$ cat config.mk
export PLATFORM = sky130hd
export DESIGN_NAME = ocmp_channel
export DESIGN_NICKNAME = d
export VERILOG_FILES = /design/src/rtl/ocmp_pkg.sv /design/src/rtl/ocmp_cmp_store.sv /design/src/rtl/ocmp_ref_gen.sv /design/src/rtl/ocmp_flag.sv /design/src/rtl/ocmp_channel.sv
export SDC_FILE = /design/constraint.sdc
export NUM_CORES = 1
export LEC_CHECK = 0
export ABC_AREA = 1
export BUFFER_PORTS_ARGS = -buffer_cell sky130_fd_sc_hd__buf_4
export CORE_ASPECT_RATIO = 1.25
export CORE_MARGIN = 3
export CORE_UTILIZATION = 45
export DETAILED_ROUTE_END_ITERATION = 8
export PLACE_DENSITY = 0.69
export SLEW_MARGIN = 20
export SYNTH_ARGS = -nofsm -noshare
export SYNTH_HDL_FRONTEND = slang
export SYNTH_SLANG_ARGS = --single-unit
$ cat constraint.sdc
create_clock -name clk -period 4.28 [get_ports clk]
set_input_delay 0.856 -clock clk [delete_from_list [all_inputs] [get_ports clk]]
set_output_delay 0.856 -clock clk [all_outputs]
set_load 0.02 [all_outputs]
$ cat src/rtl/ocmp_pkg.sv
package ocmp_pkg;
  typedef enum logic [2:0] {
    OM_FROZEN = 3'b000,
    OM_SET    = 3'b001,
    OM_CLR    = 3'b010,
    OM_TOGGLE = 3'b011,
    OM_FLOW   = 3'b100,
    OM_FHIGH  = 3'b101,
    OM_PWM_A  = 3'b110,
    OM_PWM_B  = 3'b111
  } ocmp_mode_e;
endpackage

$ cat src/rtl/ocmp_cmp_store.sv
// Compare value storage: holding register plus active register.
module ocmp_cmp_store #(
  parameter int W = 16
) (
  input  logic         clk,
  input  logic         rst_n,
  input  logic         wr_i,
  input  logic [W-1:0] wdata_i,
  input  logic         preload_en_i,
  input  logic         upd_i,
  output logic [W-1:0] cmp_act_o
);
  logic [W-1:0] hold_q;
  logic [W-1:0] act_q;

  always_ff @(posedge clk) begin
    if (!rst_n) begin
      hold_q <= '0;
      act_q  <= '0;
    end else begin
      if (wr_i) hold_q <= wdata_i;
      if (wr_i && !preload_en_i)
        act_q <= wdata_i;
      else if (upd_i && preload_en_i)
        act_q <= hold_q;
    end
  end

  assign cmp_act_o = act_q;
endmodule

$ cat src/rtl/ocmp_ref_gen.sv
// Reference waveform generator for all eight modes.
module ocmp_ref_gen
  import ocmp_pkg::*;
#(
  parameter int W = 16
) (
  input  logic         clk,
  input  logic         rst_n,
  input  logic [W-1:0] cnt_i,
  input  logic         down_i,
  input  logic [W-1:0] cmp_i,
  input  logic [2:0]   mode_i,
  output logic         match_o,
  output logic         ref_o
);
  ocmp_mode_e mode;
  ocmp_mode_e prev_mode_q;
  logic       ref_q;
  logic       raw_lvl;
  logic       raw_q;
  logic       pwm_lvl;
  logic       pwm_take;
  logic       ref_d;

  assign mode    = ocmp_mode_e'(mode_i);
  assign match_o = (cnt_i == cmp_i);

  // Level for the first PWM shape; the second shape inverts it.
  always_comb begin
    if (down_i) raw_lvl = !(cnt_i > cmp_i);
    else        raw_lvl = (cnt_i < cmp_i);
  end

  assign pwm_lvl  = (mode == OM_PWM_B) ? !raw_lvl : raw_lvl;
  assign pwm_take = (raw_lvl != raw_q) || (prev_mode_q == OM_FROZEN);

  always_comb begin
    ref_d = ref_q;
    unique case (mode)
      OM_FROZEN: ref_d = ref_q;
      OM_SET:    if (match_o) ref_d = 1'b1;
      OM_CLR:    if (match_o) ref_d = 1'b0;
      OM_TOGGLE: if (match_o) ref_d = !ref_q;
      OM_FLOW:   ref_d = 1'b0;
      OM_FHIGH:  ref_d = 1'b1;
      OM_PWM_A,
      OM_PWM_B:  if (pwm_take) ref_d = pwm_lvl;
      default:   ref_d = ref_q;
    endcase
  end

  always_ff @(posedge clk) begin
    if (!rst_n) begin
      ref_q       <= 1'b0;
      raw_q       <= 1'b0;
      prev_mode_q <= OM_FROZEN;
    end else begin
      ref_q       <= ref_d;
      raw_q       <= raw_lvl;
      prev_mode_q <= mode;
    end
  end

  assign ref_o = ref_q;
endmodule

$ cat src/rtl/ocmp_flag.sv
// Sticky match flag; set has priority over clear.
module ocmp_flag (
  input  logic clk,
  input  logic rst_n,
  input  logic match_i,
  input  logic sw_i,
  input  logic clr_i,
  output logic flag_o
);
  logic flag_q;

  always_ff @(posedge clk) begin
    if (!rst_n)                flag_q <= 1'b0;
    else if (match_i || sw_i)  flag_q <= 1'b1;
    else if (clr_i)            flag_q <= 1'b0;
  end

  assign flag_o = flag_q;
endmodule

$ cat src/rtl/ocmp_channel.sv
module ocmp_channel #(
  parameter int W = 16
) (
  input  logic         clk,
  input  logic         rst_n,
  input  logic [W-1:0] cnt_i,
  input  logic         cnt_down_i,
  input  logic         upd_evt_i,
  input  logic         cmp_wr_i,
  input  logic [W-1:0] cmp_wdata_i,
  input  logic [2:0]   mode_i,
  input  logic         preload_en_i,
  input  logic         pol_i,
  input  logic         sw_cmp_i,
  input  logic         flag_clr_i,
  output logic         ref_o,
  output logic         pin_o,
  output logic         match_flag_o
);
  logic [W-1:0] cmp_act;
  logic         match;
  logic         ref_w;

  ocmp_cmp_store #(.W(W)) u_store (
    .clk          (clk),
    .rst_n        (rst_n),
    .wr_i         (cmp_wr_i),
    .wdata_i      (cmp_wdata_i),
    .preload_en_i (preload_en_i),
    .upd_i        (upd_evt_i),
    .cmp_act_o    (cmp_act)
  );

  ocmp_ref_gen #(.W(W)) u_ref (
    .clk     (clk),
    .rst_n   (rst_n),
    .cnt_i   (cnt_i),
    .down_i  (cnt_down_i),
    .cmp_i   (cmp_act),
    .mode_i  (mode_i),
    .match_o (match),
    .ref_o   (ref_w)
  );

  ocmp_flag u_flag (
    .clk     (clk),
    .rst_n   (rst_n),
    .match_i (match),
    .sw_i    (sw_cmp_i),
    .clr_i   (flag_clr_i),
    .flag_o  (match_flag_o)
  );

  assign ref_o = ref_w;
  assign pin_o = ref_w ^ pol_i;
endmodule

==> run metrics, run 1 <==
outcome=finished, final reports clean; first-pass GRT wire length=6890 µm; count leader, synth=nand2_1; Netlist cell types=28; clock tree from TritonCTS=done; CP required=4.46 ns; RSZ-0062 raised after global routing=no; Resize count post-CTS=0; CP delay by family, top=compound AO/OA/AOI/OAI gates; maximum vdd drop=0.000204 V; Setup crit end kind=flop; Die Height=81.7 µm; Worst-Margin Slew=0.722 ns; wl on met1=1970 µm; initial antenna violation count=0; Overflow after GRT=0; Final HPWL DP=3310 µm; CTS Buffer Depth=2; clock root buffer=clkbuf_8; die width=66.5 µm; Mean Syn Cell Area=7.11 µm²; post-synth top area share=36.9%; non-filler instance count after layout=389; worst path arrival time=2.29 ns; power density over the cells=320 nW/µm²; Achievable Freq=472 MHz; Crit path largest cell delay=0.58 ns; remaining antenna violation count=0; worst hold-check path type=flop to flop; Synth top cells by count=nand2_1, nor2_1, a21oi_1; DRT Pass-1 Iters=4; vias in the first global route=1,689; Seq/Total Area, Yosys=36.9%; Remaining DRCs=0; Initial Utilization=48.4%; Setup TNS=0 ns; mapped cell area=2060 µm²; critical path class=input port to flop; final period utilization=49.5%; internal power=0.000579 W; CP Cell Sequence=buf_4 -> inv_2 -> nor2_8 -> a21oi_4 -> a21oi_1 -> a21oi_1 -> nor2_1; hold_buf cts=0; post-CTS setup buffers=0; Synth warnings=0; worst-path maximum fanout=32; fill count=438; Synth Net Count=350; switching share of power=28.2%; Nets=392; Setup-failing EPs final=0; Synth async-reset ratio=0%; DR vias=1,849; Seq cells post-synth=38; row cnt=26; layout cells sized above 1=20.4%; CP Buf/Inv Count=2; core box area=4260 µm²; met3 WL=174 µm; area delta synth->final=22.0%; Total GRT Usage=16.5%; fin. max-slew vios=0; most frequent CP cell=a21oi_1; Psw=0.000227 W; Primary FF master, synth=dfxtp_1; DR top layer=met4; Met2 Routed Length=1920 µm; Comb pwr share=20.0%; number of placed cells counting well taps=381; initial DRC count=41; Ports=47; Post-synth EDFFs=0; routed wire length=4150 µm; Hold Vio Cnt, Final=0; Sequential Power Share=48.0%; Die ar.=5430 µm²; H-Tree Depth=2; Clock Sinks=38; clock-pin slew on the worst setup and hold paths=0.08 ns; PortBufs=46; Post-Synthesis Cells=290; Max-Cap Viols=0; Num CTS Buffers=5; Crit-path slowest cell=a21oi_4; Worst slew margin=51.8%; Worst Setup Start Kind=input port; leakage=1.17 nW; clock power share=32.0%; via-per-instance ratio=4.75; top post-synthesis cells by area=dfxtp_1, nand2_1, a21oi_1; Worst-Skew Late Latency=0.29 ns; Setup Skew=0.00533 ns; pin count of the biggest net entering global routing=33; min Tclk post-route=2.12 ns; GP Congestion=0.765; WL/cell=10.7 µm; cell taking the most area after synthesis=dfxtp_1; Antenna diodes=0
[layout by cell type, fill, tap and decap left out, types with 2 or more instances in the layout]
| cell | n |
|---|---|
| a211oi_1 | 2 |
| a21oi_1 | 40 |
| buf_4 | 46 |
| clkbuf_8 | 6 |
| dfxtp_1 | 38 |
| ha_1 | 16 |
| inv_1 | 32 |
| inv_2 | 2 |
| nand2_1 | 56 |
| nand2_2 | 5 |
| nand3_1 | 4 |
| nand3b_1 | 2 |
| nor2_1 | 52 |
| o21ai_0 | 19 |
[worst paths after layout]
kind / start / to / slack (ns) / depth (start not counted)
worst max register to register: u_store.cmp_act_o[3] / u_ref.ref_o / 2.54 / 13
worst min-delay path: u_store.cmp_act_o[4] / u_store.cmp_act_o[4] / 0.49 / 2
worst max-delay path: cmp_wr_i / u_store.cmp_act_o[8] / 2.16 / 7
worst min register to register: u_store.cmp_act_o[4] / u_store.cmp_act_o[4] / 0.49 / 2
[stage by stage]
step	utilization, %	worst slack, ns	hold slack [ns]	power [W]	cell area, µm²
floorplan	-	2.19	0.444	0.000501	2060
detailed placement	56.8	1.85	0.476	0.000558	2420
CTS	59.0	2.16	0.492	0.000812	2510
global placement	56.6	1.54	0.473	0.000554	2410
global route	59.0	1.97	0.511	0.000854	2510
finish	59.0	2.16	0.489	0.000806	2510
[final cells by class]
cell class | count | area (µm²) | area share, %
timing repair buffer | 46 | 345 | 13.7
clock buffer | 6 | 82.6 | 3.28
multi-input combinational | 206 | 1110 | 44.2
tap | 56 | 70.1 | 2.79
clock inverter | 2 | 12.5 | 0.498
inverter | 35 | 131 | 5.22
sequential | 38 | 761 | 30.2
[state kept, by name, indices dropped and copies added, names as in the netlist]
name and cells:
u_store.cmp_act_o 16, u_ref.prev_mode_q 3, u_ref.ref_o 1, u_ref.raw_q 1, u_flag.flag_o 1, u_store.hold_q 16
[power by group through the flow]
stage	sequential (W)	clock, W	combinational, W
after detailed placement	0.000395	0	0.000162
after global routing	0.000390	0.000279	0.000184
final	0.000387	0.000258	0.000161
after floorplan	0.000394	0	0.000107
after global placement	0.000395	0	0.000159
after CTS	0.000387	0.000262	0.000163
[metal layers]
| metal | GRT usage, % | vias to the layer above |
|---|---|---|
| li1 | - | 1009 |
| met1 | 20.1 | 798 |
| met2 | 27.6 | 34 |
| met3 | 3.42 | 8 |
| met4 | 7.93 | 0 |
| met5 | 0 | - |
[kinds of logic after synthesis]
logic type               count (synthesis)  synth area share, %
AO/OA/AOI/OAI                           63                 15.8
flip-flops                              38                 36.9
XOR/XNOR                                 1                0.425
buffers and inverters                   46                 9.47
adder cells (fa/ha/maj)                 16                 9.71
AND/OR/NAND/NOR                        126                 27.6
[worst reg2reg max path: stages (launching register included)]
cell	delay, ns
dfxtp_1	0.34
inv_1	0.05
ha_1	0.29
nand2_1	0.05
inv_1	0.11
nand3_4	0.08
nor3_4	0.21
nand2_2	0.10
nand2_2	0.08
nand2_1	0.05
nand3_1	0.07
nand2_1	0.07
nor2_1	0.10
nor2_1	0.05
(Power assumes the default switching activity.)
==> inputs of run 2 (changes only) <==
PLACE_DENSITY = 0.72   (was 0.69)
clock period = 1.8 ns   (was 4.28 ns; I/O delays follow)
==> run 2 against run 1 <==
Non-clock buffer count is 8 higher. Global-route usage rose by 0.51 points. Clock skew increased by 0.0045 ns. Via count increased by 3.6%. Sequential power increased by 140%.
==> run metrics, run 2 (synthesis results as in run 1) <==
Max-Cap Viols=0; Final HPWL DP=3210 µm; leading cell types in the layout, fill and taps excluded=buf_4, nand2_1, nor2_1, a21oi_1, dfxtp_1; remaining antenna violation count=0; routed wire length=4530 µm; worst-path maximum fanout=4; Worst-Margin Slew=0.751 ns; min Tclk post-route=1.73 ns; WL/cell=11.4 µm; outcome=finished, final reports clean; clock-pin slew on the worst setup and hold paths=0.07 ns; hold_buf cts=0; area delta synth->final=33.8%; maximum vdd drop=0.000452 V; via-per-instance ratio=4.82; Worst-Skew Late Latency=0.29 ns; fill count=383; H-Tree Depth=2; row cnt=26; DR vias=1,915; final period utilization=95.9%; first-pass GRT wire length=7240 µm; fin. max-slew vios=0; worst path arrival time=1.95 ns; most common cell after layout, fill and taps aside=buf_4; Initial Utilization=48.4%; DRT Pass-1 Iters=4; fin util=64.7%; Ports=47; pin count of the biggest net entering global routing=22; dpl ws=-0.0394 ns; initial antenna violation count=0; Clock Sinks=38; clock root buffer=clkbuf_8; Setup Skew=0.00982 ns; Overflow after GRT=0; core box area=4260 µm²; initial DRC count=67; RSZ-0062 raised after global routing=yes; Num CTS Buffers=5; PortBufs=46; Antenna diodes=0; number of placed cells counting well taps=387; Hold Vio Cnt, Final=0; Die ar.=5430 µm²; GP Congestion=0.759; design area=2760 µm²; critical path class=flop to flop; Achievable Freq=579 MHz; worst setup margin=0.0736 ns; non-filler instance count after layout=397; Worst slew margin=49.9%; clock tree from TritonCTS=done; overall power=0.00208 W; CTS Buffer Depth=2; layout cells sized above 1=30.2%; area post-placement=2460 µm²; Setup-failing EPs final=0; vias in the first global route=1,763; Worst Setup Start Kind=flop; worst hold-check path type=input port to flop; leakage=1.26 nW; die width=66.5 µm; Die Height=81.7 µm; power density over the cells=755 nW/µm²; Setup crit end kind=flop; Nets=400; CP required=2.02 ns; Total GRT Usage=17.0%; Remaining DRCs=0
## run 2: cell types whose count changed in the layout (fill, tap and decap cells not counted), moves of 3 or more
cell	delta
inv_1	-8
buf_4	+8
ha_4	+11
inv_2	+8
dfxtp_1	-7
nand2_1	-3
dfxtp_2	+7
nand2_4	+4
ha_1	-11
## run 2: what timing repair did
item / 4_1_cts / 5_1_grt
resized for setup: 0 / 34
buffers inserted: 0 / 2
setup endpoints to repair: 0 / 1
## run 2: metrics by stage
stage / setup TNS [ns] / hold slack (ns)
after CTS: 0 / 0.271
final: 0 / 0.281
after global routing: -0.0893 / 0.267
after detailed placement: -0.0394 / 0.478
after floorplan: 0 / 0.444
after global placement: -0.0159 / 0.469
## run 2: cell type report
class	instances	area [µm²]	area share (%)
multi-input combinational	206	1270	46.2
tap	56	70.1	2.54
timing repair buffer	54	405	14.7
clock buffer	7	76.3	2.77
inverter	35	131	4.76
clock inverter	1	30.0	1.09
sequential	38	769	27.9
## run 2: metal layers
metal	track usage [%]	vias up	share of wire [%]
met5	0	-	0
met4	5.89	0	0.84
met3	4.65	4	4.7
met2	29.0	38	49
met1	20.5	851	45
li1	-	1022	-
## run 2: final timing paths
kind | end | start | slack (ns) | cells past startpoint
worst min-delay path | u_ref.prev_mode_q[2] | mode_i[2] | 0.28 | 3
worst max register to register | u_ref.ref_o | u_store.cmp_act_o[10] | 0.07 | 14
worst min register to register | u_store.cmp_act_o[10] | u_store.cmp_act_o[10] | 0.49 | 2
worst max-delay path | u_ref.ref_o | u_store.cmp_act_o[10] | 0.07 | 14
## run 2: critical path, stage by stage, from the launching register on
cell and delay, ns:
dfxtp_2 0.33, inv_1 0.05, ha_1 0.29, nand2_2 0.07, nor2_4 0.10, nand2_4 0.06
nor3_4 0.20, nand2_2 0.11, nand2_2 0.07, nand2_1 0.05, nand3_1 0.05, nand2_1 0.07
nand2_1 0.06, nand2_1 0.04, nor2_1 0.10
## run 2: power breakdown
part	internal [W]	switching [W]	leakage, nW
Sequential	0.000896	0.0000267	0.317
Combinational	0.000222	0.000242	0.890
Clock	0.000414	0.000280	0.0524
Total	0.00153	0.000548	1.26
==> inputs of run 3 (changes only) <==
CORE_UTILIZATION = 48   (was 45)
PLACE_DENSITY = default   (was 0.72)
PLACE_DENSITY_LB_ADDON = 0.15   (was default)
==> run 3 against run 2 <==
Non-clock buffer count stayed put. Clock skew is 0.0053 ns lower. Die area is 5.7% lower. Register-to-register slack hardly changed. Flip-flop and latch count stayed put. Combinational power is 2% lower. Global-route usage is 1.8 points higher. Wire length is 4.7% higher. Critical path depth stayed put. Via count is 0.42% higher. Final cell count stayed put. Sequential share of layout area is 0.28 points higher. Largest power group unchanged.
==> run metrics, run 3 (synthesis results as in run 1) <==
remaining antenna violation count=0; power density over the cells=758 nW/µm²; first-pass GRT wire length=7610 µm; die width=64.6 µm; GP Congestion=0.784; worst path arrival time=1.96 ns; final period utilization=96.6%; PortBufs=46; initial DRC count=107; CP Cell Sequence=inv_1 -> ha_4 -> nand2_4 -> nor2_4 -> nand2_2 -> nor3_4 -> nand2_2 -> nand2_2 -> nand2_1 -> nand3_1 -> nand2_1 -> nand2_1 -> nand2_1 -> nor2_1; routed wire length=4740 µm; Die Height=79.3 µm; maximum vdd drop=0.000685 V; Total GRT Usage=18.9%; DR vias=1,923; Remaining DRCs=0; most common cell after layout, fill and taps aside=nand2_1; area delta synth->final=32.9%; clock-pin slew on the worst setup and hold paths=0.07 ns; met1 Resource Use GR=23.0%; area post-placement=2460 µm²; clock root buffer=clkbuf_8; M3 GR Usage=4.38%; GR peak layer=met2; DRT Pass-1 Iters=4; Setup Skew=0.00453 ns; Ports=47; core box area=4100 µm²; leakage=1.24 nW; outcome=finished, final reports clean; Worst-Skew Late Latency=0.29 ns; min Tclk post-route=1.74 ns; Setup-failing EPs final=0; fin util=66.8%; R2R setup slack=0.06 ns; Crit path largest cell delay=0.33 ns; Antenna diodes=0; CP delay by family, top=simple AND/OR/NAND/NOR gates; clock tree from TritonCTS=done; CP Buf/Inv Count=1; leading cell types in the layout, fill and taps excluded=nand2_1, buf_4, nor2_1, a21oi_1, dfxtp_1; Die ar.=5120 µm²; Critical Path Start=u_store.cmp_act_o[12]; Final HPWL DP=3380 µm; WL/cell=11.9 µm; fin. max-slew vios=0; vias in the first global route=1,790; most frequent CP cell=nand2_1; pin count of the biggest net entering global routing=22; RSZ-0062 raised after global routing=yes; Clock Sinks=38; Initial Utilization=50.3%; Overflow after GRT=0; worst hold-check path type=input port to flop; dpl ws=-0.0451 ns; Achievable Freq=575 MHz; Setup crit end kind=flop; CP required=2.02 ns; FF-to-FF path depth=14; Crit path depth=14; r2r endpoint=u_ref.ref_o; met2 global-route usage=32.2%; layout cells sized above 1=29.9%; critical path class=flop to flop; fill count=391; worst setup margin=0.0604 ns; row cnt=26; hold_buf cts=0; crit path capture=u_ref.ref_o; design area=2740 µm²; Crit Reg-Reg Startpoint=u_store.cmp_act_o[12]; Crit-path slowest cell=dfxtp_2; Max-Cap Viols=0; H-Tree Depth=2; worst-path maximum fanout=4; Worst Setup Start Kind=flop; initial antenna violation count=0; Nets=400; Worst slew margin=48.5%; CTS Buffer Depth=2; Num CTS Buffers=5; Worst-Margin Slew=0.772 ns; Hold Vio Cnt, Final=0; via-per-instance ratio=4.84
==> run 3: worst register-to-register path: stages, from the launching register on <==
cell	delay, ns
dfxtp_2	0.33
inv_1	0.06
ha_4	0.27
nand2_4	0.05
nor2_4	0.11
nand2_2	0.09
nor3_4	0.21
nand2_2	0.11
nand2_2	0.08
nand2_1	0.05
nand3_1	0.06
nand2_1	0.06
nand2_1	0.06
nand2_1	0.05
nor2_1	0.10
==> run 3: metal layers <==
| metal | up-vias | routed length, µm |
|---|---|---|
| met5 | - | 0 |
| met4 | 0 | 80 |
| met3 | 6 | 223 |
| met2 | 45 | 2430 |
| met1 | 849 | 2010 |
| li1 | 1023 | - |
==> run 3: what timing repair did <==
action	CTS	global route
gates resized for setup	0	29
setup endpoints to repair	0	1
endpoints found under the hold margin	0	0
setup buffers	0	2
==> run 3: worst min path at each step <==
stage | start | depth (start not counted) | end | slack (ns)
floorplan | u_store.cmp_act_o[14] | 2 | u_store.cmp_act_o[14] | 0.44
global placement | u_store.cmp_act_o[4] | 2 | u_store.cmp_act_o[4] | 0.47
detailed placement | u_store.hold_q[7] | 2 | u_store.hold_q[7] | 0.48
CTS | mode_i[1] | 3 | u_ref.prev_mode_q[1] | 0.27
global route | mode_i[2] | 3 | u_ref.prev_mode_q[2] | 0.28
finish | mode_i[2] | 3 | u_ref.prev_mode_q[2] | 0.28
==> run 3: metrics by stage <==
step | std cells | TNS (ns) | total power, W | hold WS (ns)
5_1_grt | 397 | -0.115 | 0.00220 | 0.275
3_3_place_gp | 387 | -0.0613 | 0.00133 | 0.470
3_5_place_dp | 387 | -0.0759 | 0.00134 | 0.482
4_1_cts | 395 | 0 | 0.00204 | 0.274
2_1_floorplan | 290 | 0 | 0.00119 | 0.444
6_report | 397 | 0 | 0.00207 | 0.280
==> run 3: power breakdown <==
part	leakage [nW]	switching [W]	internal (W)
Sequential	0.318	0.0000262	0.000897
Combinational	0.867	0.000240	0.000216
Clock	0.0524	0.000281	0.000414
Total	1.24	0.000547	0.00153
==> run 3: cell type report <==
class	instances	area (µm²)	area share (%)
clock inverter	1	30.0	1.10
tap	56	70.1	2.56
clock buffer	7	76.3	2.79
timing repair buffer	54	405	14.8
inverter	35	131	4.80
sequential	38	772	28.2
multi-input combinational	206	1250	45.8
